--- config.mk ---
export PLATFORM = sky130hd
export DESIGN_NAME = rsp_hwq
export DESIGN_NICKNAME = d
export VERILOG_FILES = /design/src/rtl/rsp_hwq_pkg.sv /design/src/rtl/rsp_hwq_crc.sv /design/src/rtl/rsp_hwq_fifo.sv /design/src/rtl/rsp_hwq_rx.sv /design/src/rtl/rsp_hwq.sv
export SDC_FILE = /design/constraint.sdc
export NUM_CORES = 1
export LEC_CHECK = 0
export CAP_MARGIN = 20
export CORE_MARGIN = 4
export CORE_UTILIZATION = 55
export DETAILED_ROUTE_END_ITERATION = 6
export MAX_ROUTING_LAYER = met4
export PLACE_DENSITY = 0.76
export SETUP_SLACK_MARGIN = 0.4
export SYNTH_ARGS = -nofsm -noshare
export SYNTH_HDL_FRONTEND = slang
export SYNTH_HIERARCHICAL = 1
export SYNTH_SLANG_ARGS = --single-unit
--- constraint.sdc ---
create_clock -name clk -period 5.05 [get_ports clk]
set_clock_uncertainty 0.05 [all_clocks]
set_input_delay 0.505 -clock clk [delete_from_list [all_inputs] [get_ports clk]]
set_output_delay 0.505 -clock clk [all_outputs]
set_load 0.01 [all_outputs]
--- src/rtl/rsp_hwq_pkg.sv ---
package rsp_hwq_pkg;
    typedef enum logic [1:0] {
        ST_IDLE,
        ST_WAIT,
        ST_RECV,
        ST_DONE
    } rx_state_t;

    localparam logic [2:0] FMT_NONE  = 3'd0;
    localparam logic [2:0] FMT_SHORT = 3'd1;
    localparam logic [2:0] FMT_LONG  = 3'd2;
    localparam logic [2:0] FMT_NOCRC = 3'd3;

    localparam int STS_END_BIT = 11;
    localparam int STS_CRC_BIT = 5;
    localparam int STS_TO_BIT  = 1;

    function automatic logic fmt_valid(input logic [2:0] f);
        return (f == FMT_SHORT) || (f == FMT_LONG) || (f == FMT_NOCRC);
    endfunction
endpackage

--- src/rtl/rsp_hwq_crc.sv ---
module rsp_hwq_crc #(
    parameter int          CRC_W = 7,
    parameter logic [CRC_W-1:0] POLY = 7'h09
) (
    input  logic clk,
    input  logic rst_n,
    input  logic clr,
    input  logic calc_en,
    input  logic rx_en,
    input  logic bit_i,
    output logic match_o
);
    logic [CRC_W-1:0] calc_q;
    logic [CRC_W-1:0] rx_q;
    logic             fb;

    assign fb = calc_q[CRC_W-1] ^ bit_i;

    always_ff @(posedge clk or negedge rst_n) begin
        if (!rst_n) begin
            calc_q <= '0;
            rx_q   <= '0;
        end else if (clr) begin
            calc_q <= '0;
            rx_q   <= '0;
        end else begin
            if (calc_en)
                calc_q <= {calc_q[CRC_W-2:0], 1'b0} ^ ({CRC_W{fb}} & POLY);
            if (rx_en)
                rx_q <= {rx_q[CRC_W-2:0], bit_i};
        end
    end

    assign match_o = (calc_q == rx_q);
endmodule

--- src/rtl/rsp_hwq_fifo.sv ---
module rsp_hwq_fifo #(
    parameter int DEPTH = 9,
    parameter int W     = 16
) (
    input  logic                         clk,
    input  logic                         rst_n,
    input  logic                         clr,
    input  logic                         wr_en,
    input  logic [W-1:0]                 wr_data,
    input  logic                         rd_en,
    output logic [W-1:0]                 rd_data,
    output logic [$clog2(DEPTH+1)-1:0]   level
);
    localparam int PW = (DEPTH > 1) ? $clog2(DEPTH) : 1;
    localparam int LW = $clog2(DEPTH+1);

    logic [W-1:0]  mem [DEPTH];
    logic [PW-1:0] wr_ptr, rd_ptr;
    logic [LW-1:0] lvl_q;
    logic          do_wr, do_rd;

    assign do_wr = wr_en && (lvl_q != LW'(DEPTH));
    assign do_rd = rd_en && (lvl_q != '0);

    always_ff @(posedge clk) begin
        if (do_wr && !clr)
            mem[wr_ptr] <= wr_data;
    end

    always_ff @(posedge clk or negedge rst_n) begin
        if (!rst_n) begin
            wr_ptr <= '0;
            rd_ptr <= '0;
            lvl_q  <= '0;
        end else if (clr) begin
            wr_ptr <= '0;
            rd_ptr <= '0;
            lvl_q  <= '0;
        end else begin
            if (do_wr)
                wr_ptr <= (wr_ptr == PW'(DEPTH-1)) ? '0 : wr_ptr + 1'b1;
            if (do_rd)
                rd_ptr <= (rd_ptr == PW'(DEPTH-1)) ? '0 : rd_ptr + 1'b1;
            if (do_wr && !do_rd)
                lvl_q <= lvl_q + 1'b1;
            else if (do_rd && !do_wr)
                lvl_q <= lvl_q - 1'b1;
        end
    end

    assign rd_data = (lvl_q != '0) ? mem[rd_ptr] : '0;
    assign level   = lvl_q;
endmodule

--- src/rtl/rsp_hwq_rx.sv ---
module rsp_hwq_rx
    import rsp_hwq_pkg::*;
#(
    parameter int TIMEOUT_BITS = 64,
    parameter int SHORT_BITS   = 48,
    parameter int LONG_BITS    = 136,
    parameter int CRC_W        = 7,
    parameter int LONG_HDR     = 8
) (
    input  logic        clk,
    input  logic        rst_n,
    input  logic        cmd_start,
    input  logic [2:0]  rsp_fmt,
    input  logic        bit_stb,
    input  logic        cmd_in,
    input  logic        crc_match,
    output logic        wr_en,
    output logic [15:0] wr_data,
    output logic        crc_clr,
    output logic        crc_calc,
    output logic        crc_rx,
    output logic        end_flag,
    output logic        crc_flag,
    output logic        to_flag,
    output logic        end_evt
);
    localparam int BW  = $clog2(LONG_BITS + 1);
    localparam int TW  = $clog2(TIMEOUT_BITS + 1);

    rx_state_t state, state_nx;

    logic [BW-1:0] bcnt;
    logic [TW-1:0] to_cnt;
    logic [15:0]   sr;
    logic [3:0]    hcnt;
    logic          long_q, chk_q;

    logic          take, last, expire;
    logic [BW-1:0] bnum, flen, crc_lo, crc_hi;
    logic [15:0]   sr_next;

    assign flen    = long_q ? BW'(LONG_BITS) : BW'(SHORT_BITS);
    assign crc_lo  = long_q ? BW'(LONG_HDR + 1) : BW'(1);
    assign crc_hi  = flen - BW'(CRC_W + 1);
    assign bnum    = bcnt + 1'b1;
    assign sr_next = {sr[14:0], cmd_in};

    assign take   = bit_stb && !cmd_start &&
                    ((state == ST_RECV) || (state == ST_WAIT && !cmd_in));
    assign last   = take && (bnum == flen);
    assign expire = bit_stb && !cmd_start && (state == ST_WAIT) && cmd_in &&
                    (to_cnt == TW'(TIMEOUT_BITS - 1));

    assign wr_en    = take && ((hcnt == 4'd15) || (bnum == flen));
    assign wr_data  = sr_next << (4'd15 - hcnt);
    assign crc_clr  = cmd_start;
    assign crc_calc = take && (bnum >= crc_lo) && (bnum <= crc_hi);
    assign crc_rx   = take && (bnum > crc_hi) && (bnum < flen);

    // state register
    always_ff @(posedge clk or negedge rst_n) begin
        if (!rst_n) state <= ST_IDLE;
        else        state <= state_nx;
    end

    // next-state logic
    always_comb begin
        state_nx = state;
        if (cmd_start) begin
            state_nx = fmt_valid(rsp_fmt) ? ST_WAIT : ST_IDLE;
        end else begin
            unique case (state)
                ST_IDLE: state_nx = ST_IDLE;
                ST_WAIT: begin
                    if (take)        state_nx = ST_RECV;
                    else if (expire) state_nx = ST_DONE;
                end
                ST_RECV: if (last) state_nx = ST_DONE;
                ST_DONE: state_nx = ST_DONE;
            endcase
        end
    end

    // datapath and outputs
    always_ff @(posedge clk or negedge rst_n) begin
        if (!rst_n) begin
            bcnt     <= '0;
            to_cnt   <= '0;
            sr       <= '0;
            hcnt     <= '0;
            long_q   <= 1'b0;
            chk_q    <= 1'b0;
            end_flag <= 1'b0;
            crc_flag <= 1'b0;
            to_flag  <= 1'b0;
            end_evt  <= 1'b0;
        end else begin
            end_evt <= 1'b0;
            if (cmd_start) begin
                bcnt     <= '0;
                to_cnt   <= '0;
                sr       <= '0;
                hcnt     <= '0;
                long_q   <= (rsp_fmt == FMT_LONG);
                chk_q    <= (rsp_fmt != FMT_NOCRC);
                end_flag <= 1'b0;
                crc_flag <= 1'b0;
                to_flag  <= 1'b0;
            end else if (take) begin
                sr   <= sr_next;
                hcnt <= hcnt + 1'b1;
                bcnt <= bnum;
                if (last) begin
                    end_flag <= 1'b1;
                    crc_flag <= chk_q && !crc_match;
                    end_evt  <= 1'b1;
                end
            end else if (bit_stb && state == ST_WAIT) begin
                to_cnt <= to_cnt + 1'b1;
                if (expire) begin
                    to_flag  <= 1'b1;
                    end_flag <= 1'b1;
                    end_evt  <= 1'b1;
                end
            end
        end
    end
endmodule

--- src/rtl/rsp_hwq.sv ---
module rsp_hwq
    import rsp_hwq_pkg::*;
#(
    parameter int TIMEOUT_BITS = 64,
    parameter int SHORT_BITS   = 48,
    parameter int LONG_BITS    = 136
) (
    input  logic        clk,
    input  logic        rst_n,
    input  logic        cmd_start,
    input  logic [2:0]  rsp_fmt,
    input  logic        bit_stb,
    input  logic        cmd_in,
    input  logic        rd_en,
    output logic [15:0] rd_data,
    output logic [15:0] sts,
    output logic        rsp_end_evt
);
    localparam int DEPTH = (LONG_BITS + 15) / 16;
    localparam int LW    = $clog2(DEPTH + 1);

    logic          crc_match, crc_clr, crc_calc, crc_rx;
    logic          fifo_wr;
    logic [15:0]   fifo_wdata;
    logic [LW-1:0] fifo_level;
    logic          end_flag, crc_flag, to_flag;

    rsp_hwq_rx #(
        .TIMEOUT_BITS (TIMEOUT_BITS),
        .SHORT_BITS   (SHORT_BITS),
        .LONG_BITS    (LONG_BITS)
    ) u_rx (
        .clk       (clk),
        .rst_n     (rst_n),
        .cmd_start (cmd_start),
        .rsp_fmt   (rsp_fmt),
        .bit_stb   (bit_stb),
        .cmd_in    (cmd_in),
        .crc_match (crc_match),
        .wr_en     (fifo_wr),
        .wr_data   (fifo_wdata),
        .crc_clr   (crc_clr),
        .crc_calc  (crc_calc),
        .crc_rx    (crc_rx),
        .end_flag  (end_flag),
        .crc_flag  (crc_flag),
        .to_flag   (to_flag),
        .end_evt   (rsp_end_evt)
    );

    rsp_hwq_crc u_crc (
        .clk     (clk),
        .rst_n   (rst_n),
        .clr     (crc_clr),
        .calc_en (crc_calc),
        .rx_en   (crc_rx),
        .bit_i   (cmd_in),
        .match_o (crc_match)
    );

    rsp_hwq_fifo #(
        .DEPTH (DEPTH),
        .W     (16)
    ) u_fifo (
        .clk     (clk),
        .rst_n   (rst_n),
        .clr     (cmd_start),
        .wr_en   (fifo_wr),
        .wr_data (fifo_wdata),
        .rd_en   (rd_en),
        .rd_data (rd_data),
        .level   (fifo_level)
    );

    always_comb begin
        sts              = '0;
        sts[STS_END_BIT] = end_flag;
        sts[STS_CRC_BIT] = crc_flag;
        sts[STS_TO_BIT]  = to_flag;
    end
endmodule

==> results of run 1 <==
==> registers in the layout (all words and copies together), names as in the netlist <==
register	count
u_crc/calc_q	7
u_crc/rx_q	7
u_fifo/level	4
u_fifo/mem	144
u_fifo/rd_ptr	4
u_fifo/wr_ptr	4
u_rx/bcnt	8
u_rx/chk_q	1
u_rx/crc_flag	1
u_rx/end_evt	1
u_rx/end_flag	1
u_rx/hcnt	4
u_rx/long_q	1
u_rx/sr	15
u_rx/state	2
u_rx/to_cnt	7
u_rx/to_flag	1
==> path summary, 6_finish.rpt <==
check / startpoint / to / slack (ns) / cells after the start
max reg2reg: u_rx/bcnt[0] / u_fifo/mem[6][7] / 0.92 / 11
min in group clk: u_rx/to_flag / u_rx/to_flag / 0.46 / 2
min: rst_n / u_fifo/level[2] / 0.17 / 2
max in group asynchronous: rst_n / u_fifo/rd_ptr[0] / 4.20 / 2
min reg2reg: u_rx/to_flag / u_rx/to_flag / 0.46 / 2
max: u_rx/bcnt[0] / u_fifo/mem[6][7] / 0.92 / 11
==> metrics by stage <==
step           setup slack [ns]  power (W)  instance area (sq um)  utilization [%]
3_3_place_gp               1.18    0.00284                  10500             58.2
5_1_grt                   0.539    0.00459                  11200             62.2
4_1_cts                   0.953    0.00440                  11200             62.0
6_report                  0.917    0.00438                  11200             62.2
3_5_place_dp              0.955    0.00286                  10500             58.2
2_1_floorplan             0.580    0.00255                  10100                -
==> per-layer routing <==
| layer | up-vias | track usage (%) | share of wire, % |
|---|---|---|---|
| li1 | 2816 | - | - |
| met1 | 3056 | 28.9 | 44 |
| met2 | 191 | 33.0 | 49 |
| met3 | 36 | 3.16 | 5.7 |
| met4 | 0 | 4.21 | 1.8 |
| met5 | - | - | 0 |
==> layout by cell type, fill, tap and decap left out, types with 4 or more instances in the layout <==
| master | netlist | routed |
|---|---|---|
| nor2b_1 | 19 | 19 |
| clkdlybuf4s50_1 | 0 | 26 |
| xor2_1 | 16 | 16 |
| xnor2_1 | 13 | 13 |
| nand4_1 | 7 | 7 |
| ha_1 | 18 | 18 |
| clkbuf_1 | 22 | 5 |
| inv_1 | 16 | 16 |
| a21oi_1 | 34 | 34 |
| and4b_1 | 5 | 5 |
| buf_4 | 23 | 16 |
| clkinv_1 | 1 | 7 |
| o22ai_1 | 18 | 18 |
| and2_1 | 5 | 5 |
| conb_1 | 1 | 13 |
| nor3b_2 | 1 | 4 |
| nand2_1 | 76 | 76 |
| nor3_1 | 20 | 20 |
| dfrtp_1 | 68 | 67 |
| edfxtp_1 | 144 | 144 |
| o21ai_0 | 18 | 18 |
| clkbuf_16 | 0 | 22 |
| nand2b_1 | 7 | 7 |
| mux2_2 | 4 | 4 |
| nor2_1 | 62 | 62 |
| mux4_2 | 39 | 39 |
| mux2i_1 | 29 | 29 |
| nand3_1 | 12 | 12 |
==> cell type report <==
| type | count | area, sq um | share of cell area (%) |
|---|---|---|---|
| clock buffers | 27 | 569 | 5.08 |
| clock inverters | 13 | 121 | 1.08 |
| inverters | 17 | 63.8 | 0.569 |
| multi-input cells | 481 | 3730 | 33.3 |
| flip-flops and latches | 212 | 6030 | 53.8 |
| well taps | 229 | 287 | 2.56 |
| repair buffers | 45 | 410 | 3.66 |
==> critical path: stages (launching register included) <==
cell and delay [ns]:
dfrtp_1 0.43, ha_1 0.27, nand3_1 0.13, xnor2_1 0.19, ha_1 0.31, nand2_1 0.05
nor4_1 0.39, nand4_2 0.22, nand2_1 0.41, nand2_2 0.19, nor2_1 0.27, and4b_1 0.84
==> logic make-up after synthesis <==
kind of cell | synth area share [%]
adders and majority gates | 2.43
DFF | 59.7
AOI/OAI and AO/OA | 6.17
muxes | 12.1
xor gates and xnor gates | 2.84
and+or+nand+nor | 12.6
buffers and inverters | 4.14
other | 0.0371
==> power by group through the flow <==
| stage | combinational (W) | sequential (W) | clock, W |
|---|---|---|---|
| floorplan | 0.000620 | 0.00193 | 0 |
| global placement | 0.000814 | 0.00202 | 0 |
| detailed placement | 0.000835 | 0.00203 | 0 |
| CTS | 0.000840 | 0.00199 | 0.00157 |
| global route | 0.000983 | 0.00195 | 0.00166 |
| finish | 0.000894 | 0.00194 | 0.00154 |
==> flow_summary.ini, run 1 <==
[cts]
root_buffer = clkbuf_16
htree_levels = 1
holdBufCountCts = 0
numCtsBuffers = 22
cts_tree = built
cts_max_path_buffers = 3
cts_resized = 0
clock_latency_ns = 0.50
cts_num_sinks = 212
post_cts_buffers = 0
clk_pin_slew_ns = 0.06

[sta]
relSlewSlack_pct = 36.4
max_freq_mhz = 242
period_share_pct = 81.8
slew_viol_final = 0
grt_setup_unrepaired = false
worstMarginPinSlew_ns = 0.954
fin_crit_ns = 4.13
final_hold_viol_count = 0
fin_setup_tns_ns = 0
whs_ns = 0.165
finalSetupViolCount = 0

[floorplanning]
num_io_pins = 42
core_area_sq_mm = 0.0180
dieArea_sq_mm = 0.0206
fp.dieW_microns = 143
rows = 49
fp.dieH_microns = 143
initial_utilization_pct = 56.0

[route]
drc = 0
wl_per_cell_microns = 19.5
ant_nets = 0
drt-pass1-iter-count = 6
drt-initial-drc-count = 452
viasPerCell = 5.96
vias = 6099
wirelength_mm = 19.9

[logic_synthesis]
yosys-top-cells-area = edfxtp_1 (43%), dfrtp_1 (17%), mux4_2 (8.7%)
yosysSeqAreaShare_pct = 59.7
syn_area_sq_mm = 0.0101
synth_top_area_share_pct = 42.8
ys_seq_elements = 212
ys_top_cells_by_count = edfxtp_1 (144), nand2_1 (76), dfrtp_1 (68)
synth_cell_types = 76
syn_inst = 762
synth_edf_count = 144
synth_top_area_cell = edfxtp_1
synth_flop_cell = edfxtp_1
ys_async_sr_fraction_pct = 32.1
yosysMostFrequentCell = edfxtp_1
syn_area_per_cell_sq_um = 13.2
synth_warnings = 6

[min_path]
holdCritPathClass = primary input to asynchronous set/reset pin

[global_routing]
gr-total-overflow = 0
track_usage_pct = 20.7
grt_pass1_wl_mm = 33.0
grt_max_degree = 69
antenna_found_initial = 0
grt_pass1_vias = 6240

[power_and_ir_drop]
pwr-share-comb_pct = 20.4
ir_drop_mv = 0.333
power_leakage_nw = 4.24
internal_power_w = 0.00323
p_sw_share_pct = 26.2
power.density_mw_per_mm2 = 391
p_sw_w = 0.00115
sequentialPowerShare_pct = 44.4
p_clk_share_pct = 35.2

[worst_setup_path]
start_kind = flop
path_max_fanout = 16
end_kind = flop
critPathKind = flop to flop
arrival_ns = 4.21
cp_data_required_time_ns = 5.13

[outcome]
status = finished, final reports clean

[final_layout]
antennaDiodeCount = 0
area_growth_syn_to_layout_pct = 11.0
final-instance-count-excl-fill = 1024
fill_cells = 1325
drive_gt1_share_pct = 14.7
fin_nets = 807

[placement]
gp_congestion = 0.906
io_buffers = 28
place_inst = 982
hpwl_mm = 13.2

[job]
cap_violations = 0
(Power assumes the default switching activity.)
==> run 2, diff against run 1 <==
Clock period 5.05 ns to 3.4 ns, I/O delays scaled along.
==> run 2 against run 1 <==
Final cell count up 3.5%. Sequential cell count stayed put. Setup slack got worse by 0.63 ns. Count of clock-buffer cells in the layout unchanged. Critical path type unchanged. Highest routed layer unchanged.
==> flow_summary.ini, run 2 (synthesized netlist as in run 1, its figures left out) <==
[outcome]
status = finished, final reports clean

[min_path]
holdCritPathClass = primary input to flop

[floorplanning]
initial_utilization_pct = 56.0
dieArea_sq_mm = 0.0206
fp.dieW_microns = 143
num_io_pins = 42
core_area_sq_mm = 0.0180
fp.dieH_microns = 143
rows = 49

[job]
cap_violations = 0

[cts]
cts_num_sinks = 212
clock_latency_ns = 0.52
root_buffer = clkbuf_16
clk_pin_slew_ns = 0.06
cts_tree = built
cts_max_path_buffers = 3
numCtsBuffers = 22
htree_levels = 1

[global_routing]
gr-total-overflow = 0
grt_pass1_wl_mm = 34.6
grt_pass1_vias = 6411
track_usage_pct = 22.0
antenna_found_initial = 0
grt_max_degree = 82

[power_and_ir_drop]
power_leakage_nw = 4.51
ir_drop_mv = 0.657
fin_total_pwr_w = 0.00690
power.density_mw_per_mm2 = 576

[final_layout]
fill_cells = 1201
largest_register_ffs = 144
fin_util_pct = 66.4
layout_commonest_cell = edfxtp_1
final_cell_mix = edfxtp_1 (144), nand2_1 (74), nor2_1 (60), dfrtp_1 (60), mux4_2 (39)
drive_gt1_share_pct = 22.9
reg.largest.list = u_fifo/mem: 144 flops, u_rx/sr: 15 flops, u_rx/bcnt: 8 flops
fin_nets = 843
regMostFlops = u_fifo/mem
final-instance-count-excl-fill = 1060
antennaDiodeCount = 0
area_growth_syn_to_layout_pct = 18.6

[route]
drt-initial-drc-count = 457
vias = 6312
wirelength_mm = 21.8
ant_nets = 0
viasPerCell = 5.95
drc = 0
drt-pass1-iter-count = 4
wl_per_cell_microns = 20.5

[worst_setup_path]
end_kind = flop
path_common_cell = nand2_4
path_max_fanout = 8
cp_top_family = simple AND/OR/NAND/NOR gates
worstPathCellList = ha_4, nand3_4, xnor2_4, ha_4, nand2_4, nor4_4, nand4_2, nand2_4, buf_6, nand2_4, or3_4, nor3b_4, buf_6, buf_12
start_kind = flop
arrival_ns = 3.28
worst-path-buf-inv = 3
cp_slowest_cell = dfrtp_2
critPathKind = flop to flop
cp_data_required_time_ns = 3.57
max_stage_delay_ns = 0.43

[placement]
gp_congestion = 0.852
place_inst = 991
hpwl_mm = 13.3
io_buffers = 28

[sta]
relSlewSlack_pct = 38.5
final_hold_viol_count = 0
max_freq_mhz = 321
finalSetupViolCount = 0
fin_crit_ns = 3.11
slew_viol_final = 0
whs_ns = 0.284
period_share_pct = 91.6
worstMarginPinSlew_ns = 0.923
grt_setup_unrepaired = true
run 2: changes by cell type in the layout (fill, tap and decap cells not counted), sizes merged:
cell	before	now
buf	19	52
clkinv	11	9
bufinv	2	4
dlygate4sd3	0	1
clkbuf	27	29
run 2: worst register-to-register path, delay by kind of cell (launching register included):
kind          cells  cell delay [ns]
fa+ha+maj         2             0.46
simple gates      8             1.34
xor+xnor          1             0.15
flops             1             0.43
buf+inv           3             0.40
run 2: path summary, 6_finish.rpt:
check,from,to,slack (ns),depth (start not counted)
setup / recovery,u_rx/bcnt[0],u_fifo/mem[1][8],0.29,14
hold / removal,cmd_start,u_rx/end_evt,0.28,3
setup reg to reg,u_rx/bcnt[0],u_fifo/mem[1][8],0.29,14
hold reg to reg,u_rx/to_flag,u_rx/to_flag,0.45,2
max in group asynchronous,rst_n,u_rx/to_cnt[6],2.08,3
min in group asynchronous,rst_n,u_rx/sr[1],0.46,2
run 2: through the flow:
step / TNS (ns) / worst slack [ns] / cell area (sq um)
finish: 0 / 0.287 / 12000
CTS: 0 / 0.333 / 11800
global placement: 0 / 0.0443 / 10700
global route: 0 / 0.129 / 12000
floorplan: -1.45 / -0.0303 / 10300
detailed placement: -0.114 / -0.114 / 10700
run 2: repair_timing:
action,CTS,global route
pin swaps,14,7
hold endpoints to repair,38,0
gates cloned,1,2
hold buffers,1,0
gates resized for setup,25,10
setup endpoints to repair,149,154
buffers inserted,17,8
run 2: per-layer routing:
| metal | vias to the layer above | routed length, microns | global-route usage (%) |
|---|---|---|---|
| met3 | 35 | 1150 | 3.26 |
| met4 | 0 | 432 | 6.00 |
| met2 | 200 | 11100 | 36.2 |
| met1 | 3182 | 9110 | 29.1 |
| li1 | 2895 | - | - |
| met5 | - | 0 | - |
run 2: layout make-up:
class	count	area, sq um	share of cell area (%)
Timing Repair Buffer	81	870	7.26
Clock buffer	27	579	4.84
Multi-Input combinational cell	481	3960	33.1
Tap cell	229	287	2.39
Clock inverter	13	178	1.48
Inverter	17	63.8	0.533
Sequential cell	212	6040	50.4
run 2: where the power goes:
part           leakage, nW  internal (W)  switching, W
clock network        0.369       0.00152      0.000967
logic                 1.71      0.000779      0.000756
registers             2.43       0.00278     0.0000998
==> run 3, diff against run 2 <==
Settings changed: GPL_TIMING_DRIVEN set to 0.
==> run 3 against run 2 <==
Combinational power rose by 7%. Sequential power fell by 1%. Register-to-register slack got worse by 0.07 ns. Core utilization rose by 1.1 points. Via count rose by 4.3%. Hold slack improved by 0.15 ns. Sequential share of layout area fell by 0.87 points. Setup slack got worse by 0.068 ns. Critical path type unchanged. Critical endpoint is now u_fifo/level[3]. Highest routed layer unchanged.
==> flow_summary.ini, run 3 (synthesized netlist as in run 1, its figures left out) <==
[final_layout]
final-instance-count-excl-fill = 1113
fill_cells = 1223
area_growth_syn_to_layout_pct = 20.6
antennaDiodeCount = 0
layout_commonest_cell = edfxtp_1
final_cell_mix = edfxtp_1 (144), nand2_1 (72), dfrtp_1 (64), nor2_1 (59), buf_4 (51)
drive_gt1_share_pct = 24.5
largest_register_ffs = 144
reg.largest.list = u_fifo/mem: 144 flops, u_rx/sr: 15 flops, u_rx/bcnt: 8 flops
regMostFlops = u_fifo/mem
fin_nets = 896
design_area_sq_mm = 0.0122

[placement]
io_buffers = 28
place_inst = 1032
gp_congestion = 0.897
placed_cell_area_sq_mm = 0.0108
hpwl_mm = 14.2

[route]
viasPerCell = 5.91
vias = 6583
drt-pass1-iter-count = 5
drc = 0
drt-initial-drc-count = 474
wl_per_cell_microns = 20.4
wirelength_mm = 22.7
ant_nets = 0

[global_routing]
met1_usage_pct = 28.9
grt_pass1_vias = 6823
grt_pass1_wl_mm = 35.9
grt_max_degree = 69
gr-usage-met3_pct = 3.09
track_usage_pct = 23.0
gr-total-overflow = 0
grt_use_met2_pct = 39.1
antenna_found_initial = 0
grt_busiest_layer = met2

[worst_setup_path]
r2r_end = u_fifo/level[3]
end_kind = flop
timing.rr.start = u_rx/bcnt[0]
arrival_ns = 3.53
start_kind = flop
reg2reg_depth = 15
critPathKind = flop to flop
cp_data_required_time_ns = 3.74
r2r_setup_slack_ns = 0.22
path_max_fanout = 3

[floorplanning]
initial_utilization_pct = 56.0
fp.dieW_microns = 143
fp.dieH_microns = 143
rows = 49
num_io_pins = 42
dieArea_sq_mm = 0.0206
core_area_sq_mm = 0.0180

[cts]
clock_latency_ns = 0.49
clk_pin_slew_ns = 0.06
cts_num_sinks = 212
numCtsBuffers = 22
htree_levels = 1
cts_tree = built
root_buffer = clkbuf_16
cts_max_path_buffers = 3

[sta]
max_freq_mhz = 314
slew_viol_final = 0
grt_setup_unrepaired = true
final_hold_viol_count = 0
finalSetupViolCount = 0
worstMarginPinSlew_ns = 0.965
relSlewSlack_pct = 35.0
period_share_pct = 93.6
fin_crit_ns = 3.18
whs_ns = 0.431
fin_setup_tns_ns = 0

[power_and_ir_drop]
ir_drop_mv = 0.690
power_leakage_nw = 4.67
power.density_mw_per_mm2 = 545

[min_path]
hold_depth = 3
holdCritPathClass = primary input to flop
min_from = rsp_fmt[2]
min_to = u_rx/chk_q

[job]
cap_violations = 0

[outcome]
status = finished, final reports clean
## run 3: area by class of cell
cell class                 count  area (sq um)  share of cell area, %
timing repair buffer          70           746                   6.13
clock inverter                11          52.6                  0.432
clock buffer                  29           598                   4.91
inverter                      17          63.8                  0.524
tap                          229           287                   2.35
buffer                        64           437                   3.59
sequential                   212          6030                   49.5
multi-input combinational    481          3960                   32.5
## run 3: per-stage QoR
| stage | power (W) | utilization (%) | worst slack (ns) |
|---|---|---|---|
| after global placement | 0.00427 | 60.1 | -0.909 |
| final | 0.00663 | 67.5 | 0.219 |
| after global routing | 0.00692 | 67.5 | 0.0948 |
| after floorplan | 0.00378 | - | -0.0303 |
| after detailed placement | 0.00431 | 60.2 | -0.920 |
| after CTS | 0.00662 | 66.3 | 0.213 |
## run 3: worst max-delay path by stage
stage / start / end / slack (ns) / depth (start not counted)
finish: u_rx/bcnt[0] / u_fifo/level[3] / 0.22 / 15
global route: u_rx/bcnt[0] / u_fifo/level[3] / 0.09 / 15
CTS: u_rx/bcnt[0] / u_fifo/level[3] / 0.21 / 15
detailed placement: cmd_in / u_fifo/mem[8][4] / -0.92 / 10
global placement: cmd_in / u_fifo/mem[3][2] / -0.91 / 10
floorplan: u_rx/bcnt[1] / u_fifo/mem[0][0] / -0.03 / 12
## run 3: report_power, final
| part | total [W] | switching, W | internal, W |
|---|---|---|---|
| registers | 0.00284 | 0.0000604 | 0.00278 |
| clock network | 0.00216 | 0.000927 | 0.00124 |
| logic | 0.00163 | 0.000811 | 0.000819 |
| total | 0.00663 | 0.00180 | 0.00483 |
## run 3: metal layers
layer,wire (microns),share of wire (%)
met1,9030,40
met2,11800,52
met3,1290,5.7
met5,0,0
met4,533,2.4
## run 3: repair_timing
item                                   CTS  global route
pin swaps                               18             4
resized for setup                       47            19
hold buffers                             1             0
gates cloned                             1             1
setup endpoints to repair              164           160
setup buffers                           25            12
endpoints found under the hold margin   68             0
## run 3: worst max-delay path, cell delays in order, from the launching register on
cell and delay [ns]:
dfrtp_2 0.42, ha_4 0.17, nand3_4 0.09, xnor2_4 0.16, ha_4 0.29, nand2_4 0.05, nor4_4 0.17, nand4_2 0.18
nand2_2 0.15, buf_8 0.13, nand3_4 0.09, ha_4 0.32, nand3_2 0.08, a21oi_2 0.18, or4b_1 0.45, o311ai_1 0.08
